===== src/rtl/trailer_csum_pkg.sv =====
package trailer_csum_pkg;

  typedef enum logic [1:0] {
    ST_IDLE  = 2'd0,
    ST_ACCUM = 2'd1,
    ST_DONE  = 2'd2
  } csState_e;

  localparam int LINE_W = 2;
  localparam logic [LINE_W-1:0] LAST_LINE = 2'd2;

  typedef struct packed {
    logic              initAcc;
    logic              foldWord;
    logic              capture;
    logic              emitNibble;
    logic [LINE_W-1:0] lineSel;
  } csStrobe_t;

endpackage


===== src/rtl/trailer_csum_ctrl.sv =====
module trailer_csum_ctrl
  import trailer_csum_pkg::*;
#(
  parameter int BLOCK_WORDS = 129
) (
  input  logic      clk,
  input  logic      rstN,
  input  logic      startIn,
  input  logic      wordValid,
  input  logic      blockDone,
  input  logic      nibbleReq,
  output csStrobe_t strobe,
  output logic      doneOut
);

  localparam int CNT_W = $clog2(BLOCK_WORDS + 1);
  localparam logic [CNT_W-1:0] LAST_IDX = CNT_W'(BLOCK_WORDS - 1);

  csState_e          state, stateNext;
  logic [CNT_W-1:0]  wordCnt;
  logic [LINE_W-1:0] lineCnt;
  logic              lastWord;

  assign lastWord = wordValid && (wordCnt == LAST_IDX);

  always_comb begin
    strobe    = '0;
    stateNext = state;
    case (state)
      ST_IDLE: begin
        if (startIn) strobe.initAcc = 1'b1;
      end
      ST_ACCUM: begin
        if (startIn) begin
          strobe.initAcc = 1'b1;
        end else begin
          strobe.foldWord = wordValid;
          strobe.capture  = lastWord || blockDone;
        end
      end
      ST_DONE: begin
        if (startIn) begin
          strobe.initAcc = 1'b1;
        end else if (nibbleReq) begin
          strobe.emitNibble = 1'b1;
          strobe.lineSel    = lineCnt;
        end
      end
      default: stateNext = ST_IDLE;
    endcase
    if (strobe.initAcc) stateNext = ST_ACCUM;
    else if (strobe.capture) stateNext = ST_DONE;
  end

  always_ff @(posedge clk or negedge rstN) begin
    if (!rstN) begin
      state   <= ST_IDLE;
      wordCnt <= '0;
      lineCnt <= '0;
    end else begin
      state <= stateNext;
      if (strobe.initAcc) begin
        wordCnt <= '0;
        lineCnt <= '0;
      end else begin
        if (strobe.foldWord) wordCnt <= wordCnt + CNT_W'(1);
        if (strobe.emitNibble && lineCnt != LAST_LINE) lineCnt <= lineCnt + LINE_W'(1);
      end
    end
  end

  assign doneOut = (state == ST_DONE);

  AST_COUNT_RANGE: assert property (@(posedge clk) disable iff (!rstN)
    wordCnt <= CNT_W'(BLOCK_WORDS));

  AST_LINE_SATURATES: assert property (@(posedge clk) disable iff (!rstN)
    lineCnt <= LAST_LINE);

endmodule


===== src/rtl/trailer_csum_dp.sv =====
module trailer_csum_dp
  import trailer_csum_pkg::*;
#(
  parameter int WORD_W = 12
) (
  input  logic                clk,
  input  logic                rstN,
  input  csStrobe_t           strobe,
  input  logic [WORD_W-1:0]   wordIn,
  output logic [WORD_W/4-1:0] nibbleOut
);

  localparam int SUM_W = WORD_W / 2;
  localparam int NIB_W = SUM_W / 2;

  logic [WORD_W-1:0] acc, accNext;
  logic [SUM_W-1:0]  csum, foldNext;
  logic [NIB_W-1:0]  lineVal;

  assign accNext  = strobe.foldWord ? (acc ^ ~wordIn) : acc;
  assign foldNext = accNext[WORD_W-1:SUM_W] ^ accNext[SUM_W-1:0];

  always_comb begin
    case (strobe.lineSel)
      LINE_W'(0): lineVal = csum[SUM_W-1:NIB_W];
      LINE_W'(1): lineVal = csum[NIB_W-1:0];
      default:    lineVal = '0;
    endcase
  end

  always_ff @(posedge clk or negedge rstN) begin
    if (!rstN) begin
      acc       <= '1;
      csum      <= '0;
      nibbleOut <= '0;
    end else if (strobe.initAcc) begin
      acc       <= '1;
      nibbleOut <= '0;
    end else begin
      acc <= accNext;
      if (strobe.capture) csum <= foldNext;
      if (strobe.emitNibble) nibbleOut <= lineVal;
    end
  end

  AST_SUM_HELD: assert property (@(posedge clk) disable iff (!rstN)
    !strobe.capture |=> $stable(csum));

endmodule


===== src/rtl/trailer_csum.sv =====
module trailer_csum
  import trailer_csum_pkg::*;
#(
  parameter int BLOCK_WORDS = 129,
  parameter int WORD_W      = 12
) (
  input  logic                clk,
  input  logic                rstN,
  input  logic                startIn,
  input  logic                wordValid,
  input  logic [WORD_W-1:0]   wordIn,
  input  logic                blockDone,
  input  logic                nibbleReq,
  output logic [WORD_W/4-1:0] nibbleOut,
  output logic                doneOut
);

  csStrobe_t strobe;

  trailer_csum_ctrl #(.BLOCK_WORDS(BLOCK_WORDS)) ctrl (
    .clk       (clk),
    .rstN      (rstN),
    .startIn   (startIn),
    .wordValid (wordValid),
    .blockDone (blockDone),
    .nibbleReq (nibbleReq),
    .strobe    (strobe),
    .doneOut   (doneOut)
  );

  trailer_csum_dp #(.WORD_W(WORD_W)) dp (
    .clk       (clk),
    .rstN      (rstN),
    .strobe    (strobe),
    .wordIn    (wordIn),
    .nibbleOut (nibbleOut)
  );

  AST_START_CLEARS: assert property (@(posedge clk) disable iff (!rstN)
    startIn |=> (!doneOut && nibbleOut == '0));

  AST_DONE_HELD: assert property (@(posedge clk) disable iff (!rstN)
    (doneOut && !startIn) |=> doneOut);

  AST_QUIET_UNTIL_DONE: assert property (@(posedge clk) disable iff (!rstN)
    !doneOut |-> nibbleOut == '0);

endmodule


===== config.mk =====
export PLATFORM = sky130hd
export DESIGN_NAME = trailer_csum
export DESIGN_NICKNAME = d
export VERILOG_FILES = /design/src/rtl/trailer_csum_pkg.sv /design/src/rtl/trailer_csum_ctrl.sv /design/src/rtl/trailer_csum_dp.sv /design/src/rtl/trailer_csum.sv
export SDC_FILE = /design/constraint.sdc
export NUM_CORES = 1
export LEC_CHECK = 0
export BUFFER_PORTS_ARGS = -buffer_cell sky130_fd_sc_hd__buf_2
export CORE_ASPECT_RATIO = 0.5
export CORE_MARGIN = 2
export CORE_UTILIZATION = 61
export DETAILED_ROUTE_END_ITERATION = 10
export PLACE_DENSITY = 0.83
export SETUP_SLACK_MARGIN = 0.05
export SLEW_MARGIN = 30
export SYNTH_ARGS = -nofsm -noshare
export SYNTH_HDL_FRONTEND = slang
export SYNTH_SLANG_ARGS = --single-unit

===== constraint.sdc =====
create_clock -name clk -period 4 [get_ports clk]
set_input_delay 0.8 -clock clk [delete_from_list [all_inputs] [get_ports clk]]
set_output_delay 0.8 -clock clk [all_outputs]
set_load 0.01 [all_outputs]

==> metrics <==
initial antenna violation count 0; fraction of layout cells with a size suffix above 1 27.37%; cell count after synthesis 168; total gr overflow 0; top cell type's share of synthesized area 30.28%; placed cells 219; number of H-tree levels 2; area leader, netlist dfrtp_1; share of the yosys chip area belonging to registers 48.45%; Area Growth Syn to Fin 13.99%; TritonCTS buffer count 5; Post-CTS Setup Bufs 0; post-CTS sizing 0; die width 79.43 um; Cell Area, Synth 0.001735 mm^2; Sw Pwr 199.5 uW; min Tclk post-route 2.001 ns; Setup Skew 0.005345 ns; Setup crit end kind flip-flop; clock latency on the worst-skew pair 0.28 ns; Die ar. 0.003313 mm^2; post-route setup slack 1.999 ns; Fillers 183; final worst-path cycle share 50.03%; Worst R2R Setup Slack 2.00 ns; Static Leak 0.8066 nW; Via-to-Cell Ratio 5.846; Post-synth ARST share 100.0%; Synth area leaders dfrtp_1, dfstp_2, xnor2_1, nand3_1, or3_1; routed vias 1327; Final Non-Filler Cells 227; maximum clock insertion buffer count 2; Clock Root Buffer clkbuf_8; Synth Area per Inst 10.33 um^2; Sink Count 33; Yosys cell types 30; Sw Share 24.12%; CP Max Fanout 7; top-count cell post-synth dfrtp_1; Worst path slowest cell nor4b_4; final core utilization 74.61%; Final nets 210; cts hold-fix bufs 0; Clk pwr share 39.0%; Fin. Hold Viols 0; CP startpoint kind flip-flop; Critical Path AT 2.16 ns; setup total negative slack 0 ns; Starting Density 65.46%; core box area 0.002651 mm^2; Post-synth EDFFs 0; CP Data Required Time 4.16 ns; RSZ-0062 raised after global routing no; Final Max Tran Viols 0; syn_nets 189; Pint 627.5 uW; GRT Total Usage 23.90%; Die Height 41.72 um; number of port buffers 21; final RePlAce weighted congestion 0.7709; Ant. Diodes 0; Pre-antenna DRT Iters 4; largest net degree at the start of global routing 37; Ys Warns 0; crit-path cells inv_1 > ha_1 > and4b_1 > a21oi_1 > nor4b_4 > mux2_2; HPWL after detailed placement 2210 um; Top delay family on crit path simple AND/OR/NAND/NOR gates; footprint of the multi-input gates 850.8 um^2; Max Freq 499.7 MHz; Most used DFF post-synth dfrtp_1; largest stage delay on the critical path 0.51 ns; PD cells 418.1 mW/mm^2; Worst VDD drop 281.9 uV; final hold slack 0.4906 ns; Avg WL per Cell 14.90 um; first-pass GRT wire length 6037 um; I/O pin count 22; row cnt 13; vias in the first global route 1320; outcome completed; post-route ant nets 0; max_slew headroom 51.55%; WL final 3382 um; Starting DRT DRC Count 105; actual slew at the worst max-slew pin 0.7268 ns; CTS tree built; storage element area 840.8 um^2; # DRC 0; kind of critical path flip-flop to flip-flop; register bit total from synthesis 33; final setup vio count 0; type of the most critical hold path flip-flop to flip-flop; Buffers & Inverters on Critical Path 1; max cap viols 0; Worst-path clk slew 0.07 ns; worst slack, placed 1.807 ns; Sequential Power Share 47.7%; synth cell count leaders dfrtp_1, xnor2_1, nand3_1, o21ai_0, or3_1; Gate power share 13.3%
==> tightest hold or removal path: cells and delay by family, from the launching register on <==
kind	cells	cell delay (ns)
flip-flops	1	0.34
AND/OR/NAND/NOR	1	0.06
AO/OA/AOI/OAI	1	0.06
==> path summary, 6_finish.rpt <==
kind	end	cells past startpoint	start
worst max register to register	dp.csum[5]$_DFFE_PN0P_	6	ctrl.wordCnt[0]$_DFFE_PN0P_
worst max-delay path	dp.csum[5]$_DFFE_PN0P_	6	ctrl.wordCnt[0]$_DFFE_PN0P_
worst min register to register	dp.nibbleOut[2]$_DFFE_PN0P_	2	dp.nibbleOut[2]$_DFFE_PN0P_
min in group asynchronous	ctrl.wordCnt[2]$_DFFE_PN0P_	1	rstN
worst min-delay path	dp.nibbleOut[2]$_DFFE_PN0P_	2	dp.nibbleOut[2]$_DFFE_PN0P_
max in group asynchronous	ctrl.state[0]$_DFFE_PN0P_	1	rstN
==> area by class of cell <==
cell class / count / share of cell area (%)
Sequential cell: 33 / 42.50
Tap cell: 37 / 2.340
Clock buffer: 7 / 4.364
Clock inverter: 1 / 1.518
Timing Repair Buffer: 22 / 5.693
Inverter: 3 / 0.5693
Multi-Input combinational cell: 124 / 43.01
==> metal layers <==
layer | wire (um) | track usage (%)
met1 | 1418 | 29.29
met2 | 1703 | 38.66
met3 | 147 | 7.826
met4 | 113 | 11.03
met5 | 0 | 0
==> cell families (layout without fill, tap and decap cells) <==
group,after synthesis,after routing,synth area share [%]
fa+ha+maj,3,3,2.163
xor+xnor,23,23,11.61
simple gates,65,65,21.56
mux,11,11,6.777
buf+inv,11,33,2.523
compound gates,22,22,6.922
flops,33,33,48.45
==> power groups by stage <==
stage / logic [mW] / clock network [mW] / registers (mW)
after floorplan: 0.0795 / 0 / 0.392
after global placement: 0.105 / 0 / 0.397
after detailed placement: 0.110 / 0 / 0.400
after CTS: 0.111 / 0.326 / 0.395
after global routing: 0.124 / 0.343 / 0.399
final: 0.110 / 0.323 / 0.394
==> placed cells by master (no fill, tap or decap), drive strengths merged <==
master,instances
and3,1
dfrtp,21
buf,22
clkbuf,7
nor2b,1
nand3,17
o21ai,14
and4bb,1
and4b,1
nand4bb,1
nor3,2
nor3b,1
mux2,6
xor2,3
nand4,3
nand2,8
or2,1
ha,3
and2,1
or3,13
xnor2,20
o31ai,4
a21oi,4
nor2,12
dfstp,12
mux2i,5
bufinv,1
inv,3
nor4,1
nor4b,1
==> through the flow <==
stage | total power, mW | instance area, um^2
detailed placement | 0.5098 | 1862
CTS | 0.8321 | 1978
finish | 0.8270 | 1978
global route | 0.8661 | 1978
global placement | 0.5017 | 1862
floorplan | 0.4714 | 1735
==> registers in the layout, indices dropped and copies added, names as in the netlist <==
signal,count
ctrl.lineCnt,2
dp.csum,6
dp.acc,12
ctrl.state,2
ctrl.wordCnt,8
dp.nibbleOut,3
(Power assumes the default switching activity.)
